### config.mk
export PLATFORM = sky130hd
export DESIGN_NAME = nau_top
export DESIGN_NICKNAME = d
export VERILOG_FILES = /design/src/rtl/nau_pkg.sv /design/src/rtl/nau_seq_fsm.sv /design/src/rtl/nau_target_mux.sv /design/src/rtl/nau_link_reg.sv /design/src/rtl/nau_top.sv
export SDC_FILE = /design/constraint.sdc
export NUM_CORES = 1
export LEC_CHECK = 0
export BUFFER_PORTS_ARGS = -buffer_cell sky130_fd_sc_hd__buf_4
export CAP_MARGIN = 40
export CORE_UTILIZATION = 50
export DETAILED_ROUTE_END_ITERATION = 6
export PLACE_DENSITY_LB_ADDON = 0.1
export SLEW_MARGIN = 20
export SYNTH_ARGS = -nofsm -noshare
export SYNTH_HDL_FRONTEND = slang
export SYNTH_SLANG_ARGS = --single-unit
### constraint.sdc
create_clock -name clk -period 3.9 [get_ports clk]
set_input_delay 0.195 -clock clk [delete_from_list [all_inputs] [get_ports clk]]
set_output_delay 0.195 -clock clk [all_outputs]
set_load 0.005 [all_outputs]
### src/rtl/nau_pkg.sv
package nau_pkg;
    typedef enum logic [2:0] {
        OP_SEQ  = 3'd0,
        OP_JMP  = 3'd1,
        OP_BR   = 3'd2,
        OP_CALL = 3'd3,
        OP_RET  = 3'd4
    } nau_op_e;

    typedef enum logic {
        ST_FETCH = 1'b0,
        ST_EXEC  = 1'b1
    } nau_st_e;
endpackage

### src/rtl/nau_seq_fsm.sv
module nau_seq_fsm
    import nau_pkg::*;
(
    input  logic    clk,
    input  logic    rst_n,
    output nau_st_e state,
    output logic    accept
);
    nau_st_e state_nx;

    always_ff @(posedge clk or negedge rst_n) begin
        if (!rst_n) state <= ST_FETCH;
        else        state <= state_nx;
    end

    always_comb begin
        state_nx = ST_FETCH;
        accept   = 1'b0;
        unique case (state)
            ST_FETCH: begin
                state_nx = ST_EXEC;   // T1
            end
            ST_EXEC: begin
                state_nx = ST_FETCH;  // T2
                accept   = 1'b1;
            end
            default: state_nx = ST_FETCH;
        endcase
    end

    // execute cycle never repeats back to back
    a_r2_alternate: assert property (@(posedge clk) disable iff (!rst_n)
        accept |=> !accept);
    a_r2_advance: assert property (@(posedge clk) disable iff (!rst_n)
        !accept |=> accept);
endmodule

### src/rtl/nau_target_mux.sv
module nau_target_mux
    import nau_pkg::*;
#(
    parameter int AW = 32
) (
    input  logic [2:0]    op,
    input  logic [AW-1:0] operand,
    input  logic          taken,
    input  logic [AW-1:0] fall,
    input  logic [AW-1:0] link,
    output logic [AW-1:0] target,
    output logic          save_link
);
    always_comb begin
        target    = fall;
        save_link = 1'b0;
        case (op)
            OP_JMP:  target = operand;
            OP_BR:   target = taken ? fall + operand : fall;
            OP_CALL: begin
                target    = operand;
                save_link = 1'b1;
            end
            OP_RET:  target = link;
            default: target = fall;   // spare codes fall through
        endcase
    end
endmodule

### src/rtl/nau_link_reg.sv
module nau_link_reg #(
    parameter int          AW         = 32,
    parameter logic [AW-1:0] START_ADDR = '0
) (
    input  logic          clk,
    input  logic          rst_n,
    input  logic          save_en,
    input  logic [AW-1:0] save_val,
    output logic [AW-1:0] link
);
    always_ff @(posedge clk or negedge rst_n) begin
        if (!rst_n)       link <= START_ADDR;
        else if (save_en) link <= save_val;
    end

    // a call stores the return address
    a_r7_link_capture: assert property (@(posedge clk) disable iff (!rst_n)
        save_en |=> link == $past(save_val));
    // link only moves on a call
    a_r9_link_hold: assert property (@(posedge clk) disable iff (!rst_n)
        !save_en |=> $stable(link));
endmodule

### src/rtl/nau_top.sv
module nau_top
    import nau_pkg::*;
#(
    parameter int            AW         = 32,
    parameter int            ILEN       = 4,
    parameter logic [AW-1:0] START_ADDR = 32'h0000_1000
) (
    input  logic          clk,
    input  logic          rst_n,
    input  logic [2:0]    op_i,
    input  logic [AW-1:0] operand_i,
    input  logic          taken_i,
    output logic [AW-1:0] pc_o,
    output logic          accept_o
);
    localparam logic [AW-1:0] STEP = AW'(ILEN);

    nau_st_e       state;
    logic [AW-1:0] nar;
    logic [AW-1:0] link;
    logic [AW-1:0] target;
    logic          save_link;
    logic          exec_cycle;

    nau_seq_fsm u_fsm (
        .clk    (clk),
        .rst_n  (rst_n),
        .state  (state),
        .accept (exec_cycle)
    );

    nau_target_mux #(.AW(AW)) u_mux (
        .op        (op_i),
        .operand   (operand_i),
        .taken     (taken_i),
        .fall      (nar),
        .link      (link),
        .target    (target),
        .save_link (save_link)
    );

    nau_link_reg #(.AW(AW), .START_ADDR(START_ADDR)) u_link (
        .clk      (clk),
        .rst_n    (rst_n),
        .save_en  (save_link && exec_cycle),
        .save_val (nar),
        .link     (link)
    );

    always_ff @(posedge clk or negedge rst_n) begin
        if (!rst_n) begin
            pc_o <= START_ADDR;
            nar  <= START_ADDR;
        end else begin
            unique case (state)
                ST_FETCH: nar  <= pc_o + STEP;
                ST_EXEC:  pc_o <= target;
                default:  nar  <= nar;
            endcase
        end
    end

    assign accept_o = exec_cycle;

    a_r2_pc_hold: assert property (@(posedge clk) disable iff (!rst_n)
        !accept_o |=> $stable(pc_o));
    a_r3_sequential: assert property (@(posedge clk) disable iff (!rst_n)
        (accept_o && op_i == 3'd0) |=> pc_o == $past(pc_o) + STEP);
    a_r4_jump: assert property (@(posedge clk) disable iff (!rst_n)
        (accept_o && op_i == 3'd1) |=> pc_o == $past(operand_i));
    a_r8_return: assert property (@(posedge clk) disable iff (!rst_n)
        (accept_o && op_i == 3'd4) |=> pc_o == $past(link));
endmodule

Word level (Yosys, flattened, before mapping)
Index checks and enable logic that the tools add are counted.
- reduce and logical (&&, ||, !) cells: 2
- $add $sub $neg: 2
- bitwise operators: 1
- eq/ne operators: 4
- mux-type cells: 5
- operators with widths (cell ; number):
    32-bit case mux with 3 select lines ; 1
    32-bit by 3-bit adder with 32-bit output (second input constant) ; 1
    32-bit adder ; 1
    32-bit two-way mux ; 1
    3-bit by 2-bit equality test with 1-bit output (second input constant) ; 2
    3-bit by 1-bit equality test with 1-bit output (second input constant) ; 1
    3-bit equality test (second input constant) ; 1
    1-bit two-way mux ; 2
    1-bit case mux with 2 select lines ; 1
    2-bit OR reduction ; 1
    1-bit logical AND ; 1
    1-bit NOT ; 1
- register bits after elaboration: 97
- word-level logic and storage cells: 18
- output and inout port bits: 33

Depth between registers and ports, before layout
Gate-level depths: netlist (run 1).
- depth after elaboration: 3
- gate-level depth with buffers: 11

By module
From an unflattened synthesis (run 1), not the netlist that was laid out.
- cell total of the unflattened synthesis: 836
- area, all modules: 7460.9 um2
- modules (own cells, without submodules) (module ; instances ; area an instance (um2) ; cells an instance ; seq. area each (um2)):
    nau_target_mux ; 1 ; 3128.0 ; 480 ; 0.0
    nau_top ; 1 ; 2950.3 ; 285 ; 1604.0
    nau_link_reg ; 1 ; 1346.3 ; 68 ; 802.0
    nau_seq_fsm ; 1 ; 36.3 ; 3 ; 25.0

Least setup slack after synthesis (run 1)
No wires, ideal clock.
- path kind: reg2reg
- from: register nar[0]
- to: register pc_o[24]
- library setup time: 0.130 ns
- data required time: 3.770 ns
- path buffers: 0
- stages on the path, launching flop included: 12
- arrival time: 2.798 ns
- slack: 0.973 ns
- cells stage by stage: dfrtp_1 -> ha_1 -> fa_1 -> a21o_1 -> a311oi_1 -> o22a_2 -> o21ai_2 -> a311o_1 -> a221o_1 -> nand4_1 -> mux2i_1 -> o21ai_1
- cells in the longest elaborated chain, start to end: 3
- ends and longest elaborated chain (what ; RTL line ; text):
    start: declaration ; nau_top.sv:19 ; logic [AW-1:0] nar;
    start signal: assignment ; nau_top.sv:56 ; ST_FETCH: nar <= pc_o + STEP;
    start signal: assignment ; nau_top.sv:58 ; default: nar <= nar;
    32-bit adder ; nau_target_mux.sv:19 ; OP_BR: target = taken ? fall + operand : fall;
    32-bit two-way mux ; nau_target_mux.sv:19 ;
    32-bit case mux with 3 select lines ; nau_target_mux.sv:17 ; case (op)
    end signal: assignment ; nau_top.sv:57 ; ST_EXEC: pc_o <= target;
    end: declaration ; nau_top.sv:13 ; output logic [AW-1:0] pc_o,
Every way passes these cells.
A chain may end at the register's enable or synchronous reset.

Worst setup path after layout (run 1)
Ends and elaborated chain as after synthesis.

==> results of run 1 <==
-- repair_timing --
item	in CTS	in global routing
hold buffers	1	0
endpoints found under the hold margin	33	0
setup buffers	0	0
-- flip-flops by register name (all words and copies together), names as in the netlist --
| name | cells |
|---|---|
| pc_o | 32 |
| u_fsm.state | 1 |
| nar | 32 |
| u_link.link | 32 |
-- layout by cell type, fill, tap and decap left out, drive strengths merged, types with 4 or more instances in the layout --
cell type / instances
inv: 20
a31oi: 11
a21oi: 50
mux2i: 15
nand2: 91
and3: 6
nor2b: 9
nor2: 52
dfrtp: 94
mux2: 46
o22ai: 14
xnor2: 31
ha: 32
or3: 4
xor2: 21
clkbuf: 12
nand2b: 9
nand3: 27
o211ai: 7
a211o: 5
o221ai: 5
o21ai: 86
o2111ai: 5
buf: 89
nor3: 11
a221oi: 8
nand4: 11
a21o: 12
a211oi: 5
-- metrics by stage --
stage / util, % / instance area [sq um]
after detailed placement: 57.12 / 7595
final: 59.67 / 7933
after floorplan: - / 6865
after global placement: 56.94 / 7570
after CTS: 59.51 / 7913
after global routing: 59.67 / 7933
-- power breakdown --
group	internal, mW	switching, mW	leakage, nW	total (mW)
logic	0.874	0.885	2.20	1.76
clock network	0.533	0.409	0.149	0.942
registers	1.31	0.317	1.13	1.62
-- final cells by class --
class	instances	area share (%)
Multi-Input combinational cell	626	52.87
Sequential cell	97	30.69
Timing Repair Buffer	90	8.833
Clock buffer	12	3.233
Tap cell	176	2.776
Inverter	20	0.9464
Clock inverter	4	0.6467
-- synth_stat cells, types with 3 or more instances --
library cell  number  area, sq um
a211o_1            5        43.79
and3_1             5        31.28
a311oi_1           3        26.28
nand2b_1           9        56.30
a31oi_1           11        68.82
ha_1              32        400.4
nor3_1            11        55.05
nand4_1           11        68.82
mux2i_1           15        150.1
buf_1              6        22.52
nand3_1           27        135.1
o211ai_1           7        52.55
nand2_1           91        341.6
and4_1             3        26.28
nor2b_1            9        56.30
o21ai_1           24        120.1
a21oi_1           49        245.2
dfrtp_1           94         2352
dfstp_2            3        78.83
nor2_1            52        195.2
a221o_1            3        30.03
a211oi_1           5        37.54
inv_1             20        75.07
clkbuf_1          40        150.1
mux2_2            46        518.0
o21bai_1           3        22.52
o22ai_1           14        87.58
xor2_1            21        183.9
xnor2_1           31        271.5
or3_1              4        25.02
o2111ai_1          5        43.79
a221oi_1           7        61.31
o21ai_0           61        305.3
o221ai_1           5        43.79
a21o_1            12        90.09
-- worst min-delay path: stages --
cell and delay, ns:
buf_4 0.09, o21ai_0 0.07, a31oi_1 0.15
-- kinds of logic (layout without fill, tap and decap cells) --
kind of cell | count (synthesis) | in the layout | synth area share (%)
DFF | 97 | 97 | 35.41
muxes | 61 | 61 | 9.732
xor gates and xnor gates | 52 | 52 | 6.634
buffers and inverters | 66 | 126 | 3.608
adders and majority gates | 33 | 33 | 6.124
AOI/OAI and AO/OA | 240 | 240 | 22.02
and+or+nand+nor | 240 | 240 | 16.48
-- worst max path at each step --
| stage | startpoint | to | slack [ns] |
|---|---|---|---|
| CTS | nar[0] | pc_o[24] | 0.62 |
| global route | nar[0] | pc_o[30] | 0.52 |
| floorplan | nar[0] | pc_o[24] | 0.97 |
| finish | nar[0] | pc_o[24] | 0.58 |
| detailed placement | nar[0] | pc_o[24] | 0.64 |
| global placement | nar[0] | pc_o[24] | 0.73 |
-- per-layer routing --
| metal | vias to the layer above | GRT usage (%) | routed length (microns) |
|---|---|---|---|
| met5 | - | 0 | 0 |
| met4 | 0 | 13.45 | 616 |
| met3 | 54 | 4.119 | 1274 |
| met2 | 248 | 48.04 | 9381 |
| met1 | 3015 | 38.69 | 8798 |
| li1 | 2994 | - | - |
==> flow_metrics.py, run 1 <==
metrics = {
    "clocking": {
        "cts_buffers": 9,
        "tritoncts": "built",
        "cts_max_path_buffers": 2,
        "htree_levels": 3,
        "cts.repair.resized": 0,
        "cts.clk_slew.worst_paths_ns": 0.07,
        "cts_root_buffer": "clkbuf_16",
        "clkLatencyLatePin_ns": 0.36,
        "clkSinkCount": 97,
    },
    "setup_path": {
        "slowest_stage": "a311oi_1",
        "crit_required_ns": 4.13,
        "rr_endpoint": "pc_o[24]",
        "cp.arrival_ns": 3.55,
        "cp-start-kind": "flip-flop",
        "max_stage_delay_ns": 0.42,
        "worstPathCellList": "ha_1, fa_1, a21o_1, a311oi_1, o22a_2, o21ai_2, a311o_1, a221o_1, nand4_1, mux2i_1, o21ai_1",
        "crit_path_end_kind": "flip-flop",
        "reg2regPathDepth": 11,
        "critical_path_class": "flip-flop to flip-flop",
        "path_max_fanout": 4,
        "cp_top_family": "compound AO/OA/AOI/OAI gates",
        "cp_num_buf_inv": 0,
        "rr_startpoint": "nar[0]",
        "r2r_slack_ns": 0.58,
        "cp.depth": 11,
    },
    "sta": {
        "finalSetupTns_ns": 0,
        "setup_viol": 0,
        "period_needed_ns": 3.319,
        "skew_ns": 0.006042,
        "setup_ws_ns": 0.5806,
        "period_share_pct": 85.11,
        "hold_violations": 0,
        "relSlewSlack_pct": 47.70,
        "worst_pin_slew_ns": 0.7845,
        "max_freq_ghz": 0.3013,
        "grt_setup_unrepaired": "no",
        "slew_viol_final": 0,
        "whs_ns": 0.1988,
    },
    "synth": {
        "ys_seq_area_share_pct": 35.41,
        "yosysUniqueCellTypes": 69,
        "syn_nets": 860,
        "synthCells": 789,
        "avgSynthCellArea_sq_um": 8.701,
        "synth_area_sq_mm": 0.006865,
        "synth-seq-cells": 97,
        "ys_warn_count": 0,
        "synth_edf_count": 0,
        "async_reset_ff_share_pct": 100.0,
        "ys.flop_type": "dfrtp_1",
    },
    "detailed_routing": {
        "drtAntennaViolNets": 0,
        "wl_per_cell_microns": 19.58,
        "viasPerCell": 6.157,
        "drtIter0Drc": 541,
        "routed_wl_microns": 20070,
        "first_pass_iters": 5,
        "drc": 0,
        "vias": 6311,
    },
    "hold_path": {
        "min_path_type": "input port to flip-flop",
        "min_from": "operand_i[21]",
        "whs_path_depth": 3,
        "hold_end": "pc_o[21]",
    },
    "place": {
        "dp_cells": 1007,
        "post-place-ws_ns": 0.6440,
        "gp_congestion": 0.8970,
        "dp_hpwl_microns": 14110,
        "portBuffers": 70,
    },
    "layout": {
        "fin_cells": 1025,
        "fin_nets": 915,
        "n_antenna_cell": 0,
        "fillers": 1176,
        "multiInputGateArea_sq_mm": 0.004194,
        "area_delta_synth_final_pct": 15.55,
        "ff_latch_area_sq_mm": 0.002435,
        "drive_gt1_share_pct": 19.32,
    },
    "power_and_ir_drop": {
        "vdd_drop_max_mv": 0.3158,
        "leakagePower_nw": 3.473,
        "pwr_density_cell_mw_per_mm2": 545.0,
        "power.total_mw": 4.324,
    },
    "floorplan": {
        "die_h_microns": 119.2,
        "fp.coreArea_sq_mm": 0.01330,
        "rows": 42,
        "chipWidth_microns": 119.2,
        "ioPinCount": 71,
        "die_area_sq_mm": 0.01420,
        "start_util_pct": 51.64,
    },
    "run": {
        "drv_cap": 0,
    },
    "global_routing": {
        "grt_pass1_wl_microns": 32480,
        "grt_overflow": 0,
        "grt_pass1_vias": 6122,
        "antenna_found_initial": 0,
        "grt_max_degree": 93,
        "grtUsageTotal_pct": 29.45,
    },
    "run_status": {
        "outcome": "finished, final reports clean",
    },
}
Power figures use the tool's default switching activity.
==> inputs of run 2 (changes only) <==
==> constraint.sdc (replaced) <==
create_clock -name clk -period 3.9 [get_ports clk]
set_input_delay 0.78 -clock clk [delete_from_list [all_inputs] [get_ports clk]]
set_output_delay 0.78 -clock clk [all_outputs]
set_load 0.005 [all_outputs]
==> flow_metrics.py, run 2 (synthesized netlist as in run 1, its figures left out) <==
metrics = {
    "sta": {
        "period_share_pct": 85.24,
        "hold_violations": 0,
        "finalSetupTns_ns": 0,
        "setup_viol": 0,
        "skew_ns": 0.006041,
        "worst_pin_slew_ns": 0.7679,
        "relSlewSlack_pct": 48.81,
        "slew_viol_final": 0,
        "grt_setup_unrepaired": "no",
        "period_needed_ns": 3.324,
        "max_freq_ghz": 0.3008,
    },
    "floorplan": {
        "die_h_microns": 119.2,
        "fp.coreArea_sq_mm": 0.01330,
        "rows": 42,
        "chipWidth_microns": 119.2,
        "ioPinCount": 71,
        "die_area_sq_mm": 0.01420,
        "start_util_pct": 51.64,
    },
    "detailed_routing": {
        "drtIter0Drc": 376,
        "viasPerCell": 6.169,
        "drc": 0,
        "first_pass_iters": 7,
        "routed_wl_microns": 19770,
        "wl_per_cell_microns": 19.35,
        "vias": 6305,
        "drtAntennaViolNets": 0,
    },
    "layout": {
        "fillers": 1188,
        "reg_top3": "nar: 32 flops, pc_o: 32 flops, u_link.link: 32 flops",
        "n_antenna_cell": 0,
        "fin_area_sq_mm": 0.007888,
        "layout_commonest_cell": "dfrtp_1",
        "final_cell_mix": "dfrtp_1, nand2_1, buf_4, o21ai_0, nor2_1",
        "fin_nets": 912,
        "area_delta_synth_final_pct": 14.89,
        "drive_gt1_share_pct": 19.15,
    },
    "clocking": {
        "clkLatencyLatePin_ns": 0.36,
        "clkSinkCount": 97,
        "htree_levels": 3,
        "cts_root_buffer": "clkbuf_16",
        "cts.clk_slew.worst_paths_ns": 0.07,
        "cts.repair.resized": 0,
        "cts_max_path_buffers": 2,
        "ctsHoldBuffers": 0,
        "cts_buffers": 9,
        "tritoncts": "built",
        "post_cts_buffers": 0,
    },
    "setup_path": {
        "rr_endpoint": "pc_o[24]",
        "critical_path_class": "input port to flip-flop",
        "cp-start-kind": "input port",
        "cp-startpoint": "operand_i[0]",
        "crit_path_end_kind": "flip-flop",
        "endpoint": "pc_o[24]",
        "cp.arrival_ns": 3.56,
        "rr_startpoint": "nar[0]",
        "path_max_fanout": 3,
        "reg2regPathDepth": 11,
        "crit_required_ns": 4.14,
        "r2r_slack_ns": 0.71,
    },
    "global_routing": {
        "grt_max_degree": 59,
        "grt_pass1_wl_microns": 31840,
        "grt_overflow": 0,
        "antenna_found_initial": 0,
        "grt_pass1_vias": 6283,
        "grtUsageTotal_pct": 28.88,
    },
    "place": {
        "gp_congestion": 0.9311,
        "portBuffers": 70,
        "place_area_sq_mm": 0.007590,
        "dp_hpwl_microns": 13870,
    },
    "run": {
        "drv_cap": 0,
    },
    "run_status": {
        "outcome": "finished, final reports clean",
    },
    "power_and_ir_drop": {
        "pwr_density_cell_mw_per_mm2": 544.5,
        "leakagePower_nw": 3.447,
        "vdd_drop_max_mv": 0.3068,
    },
    "hold_path": {
        "min_path_type": "input port to async pin",
    },
}
==> run 2: critical path: stages <==
cell and delay (ns):
buf_4 0.11, ha_1 0.21, fa_1 0.40, a21o_1 0.22
a311oi_1 0.38, o22a_2 0.24, o21ai_2 0.09, a311o_1 0.40
a221o_1 0.35, nand4_1 0.12, mux2i_1 0.18, o21ai_1 0.08
==> run 2: stage by stage <==
stage	setup WS [ns]	hold WS, ns	power, mW	std cells	utilization (%)
floorplan	0.5716	0.4447	2.822	789	-
global placement	0.2045	0.4618	3.304	1006	57.09
detailed placement	0.2019	0.4655	3.362	1006	57.09
CTS	0.5678	0.4811	4.295	1022	59.33
global route	0.3219	0.5166	4.572	1022	59.33
finish	0.5755	0.4758	4.295	1022	59.33
==> run 2: how the worst min path moves through the flow <==
stage / startpoint / endpoint / cells after the start
final: rst_n / u_link.link[17] / 1
after global routing: u_link.link[25] / u_link.link[25] / 1
after floorplan: u_link.link[11] / u_link.link[11] / 2
after global placement: u_link.link[11] / u_link.link[11] / 2
after detailed placement: u_link.link[14] / u_link.link[14] / 2
after CTS: u_link.link[14] / u_link.link[14] / 2
==> run 2: per-layer routing <==
metal / part of all wire [%] / track usage [%] / up-vias
li1: - / - / 2994
met1: 43 / 36.68 / 3058
met2: 47 / 47.46 / 204
met3: 6.3 / 5.077 / 49
met4: 3.4 / 13.92 / 0
met5: 0 / 0 / -
==> run 2: report_power, final <==
part	internal, mW	switching (mW)
Clock	0.513	0.411
Combinational	0.873	0.877
Sequential	1.31	0.314
Total	2.69	1.60
==> run 2: area by class of cell <==
type                    instances  area, sq um  area share [%]
clock buffers                  11        242.7           3.077
multi-input cells             626         4194           53.17
well taps                     176        220.2           2.792
repair buffers                 87        665.6           8.439
flip-flops and latches         97         2435           30.87
inverters                      20        75.07          0.9518
clock inverters                 5        55.05          0.6980
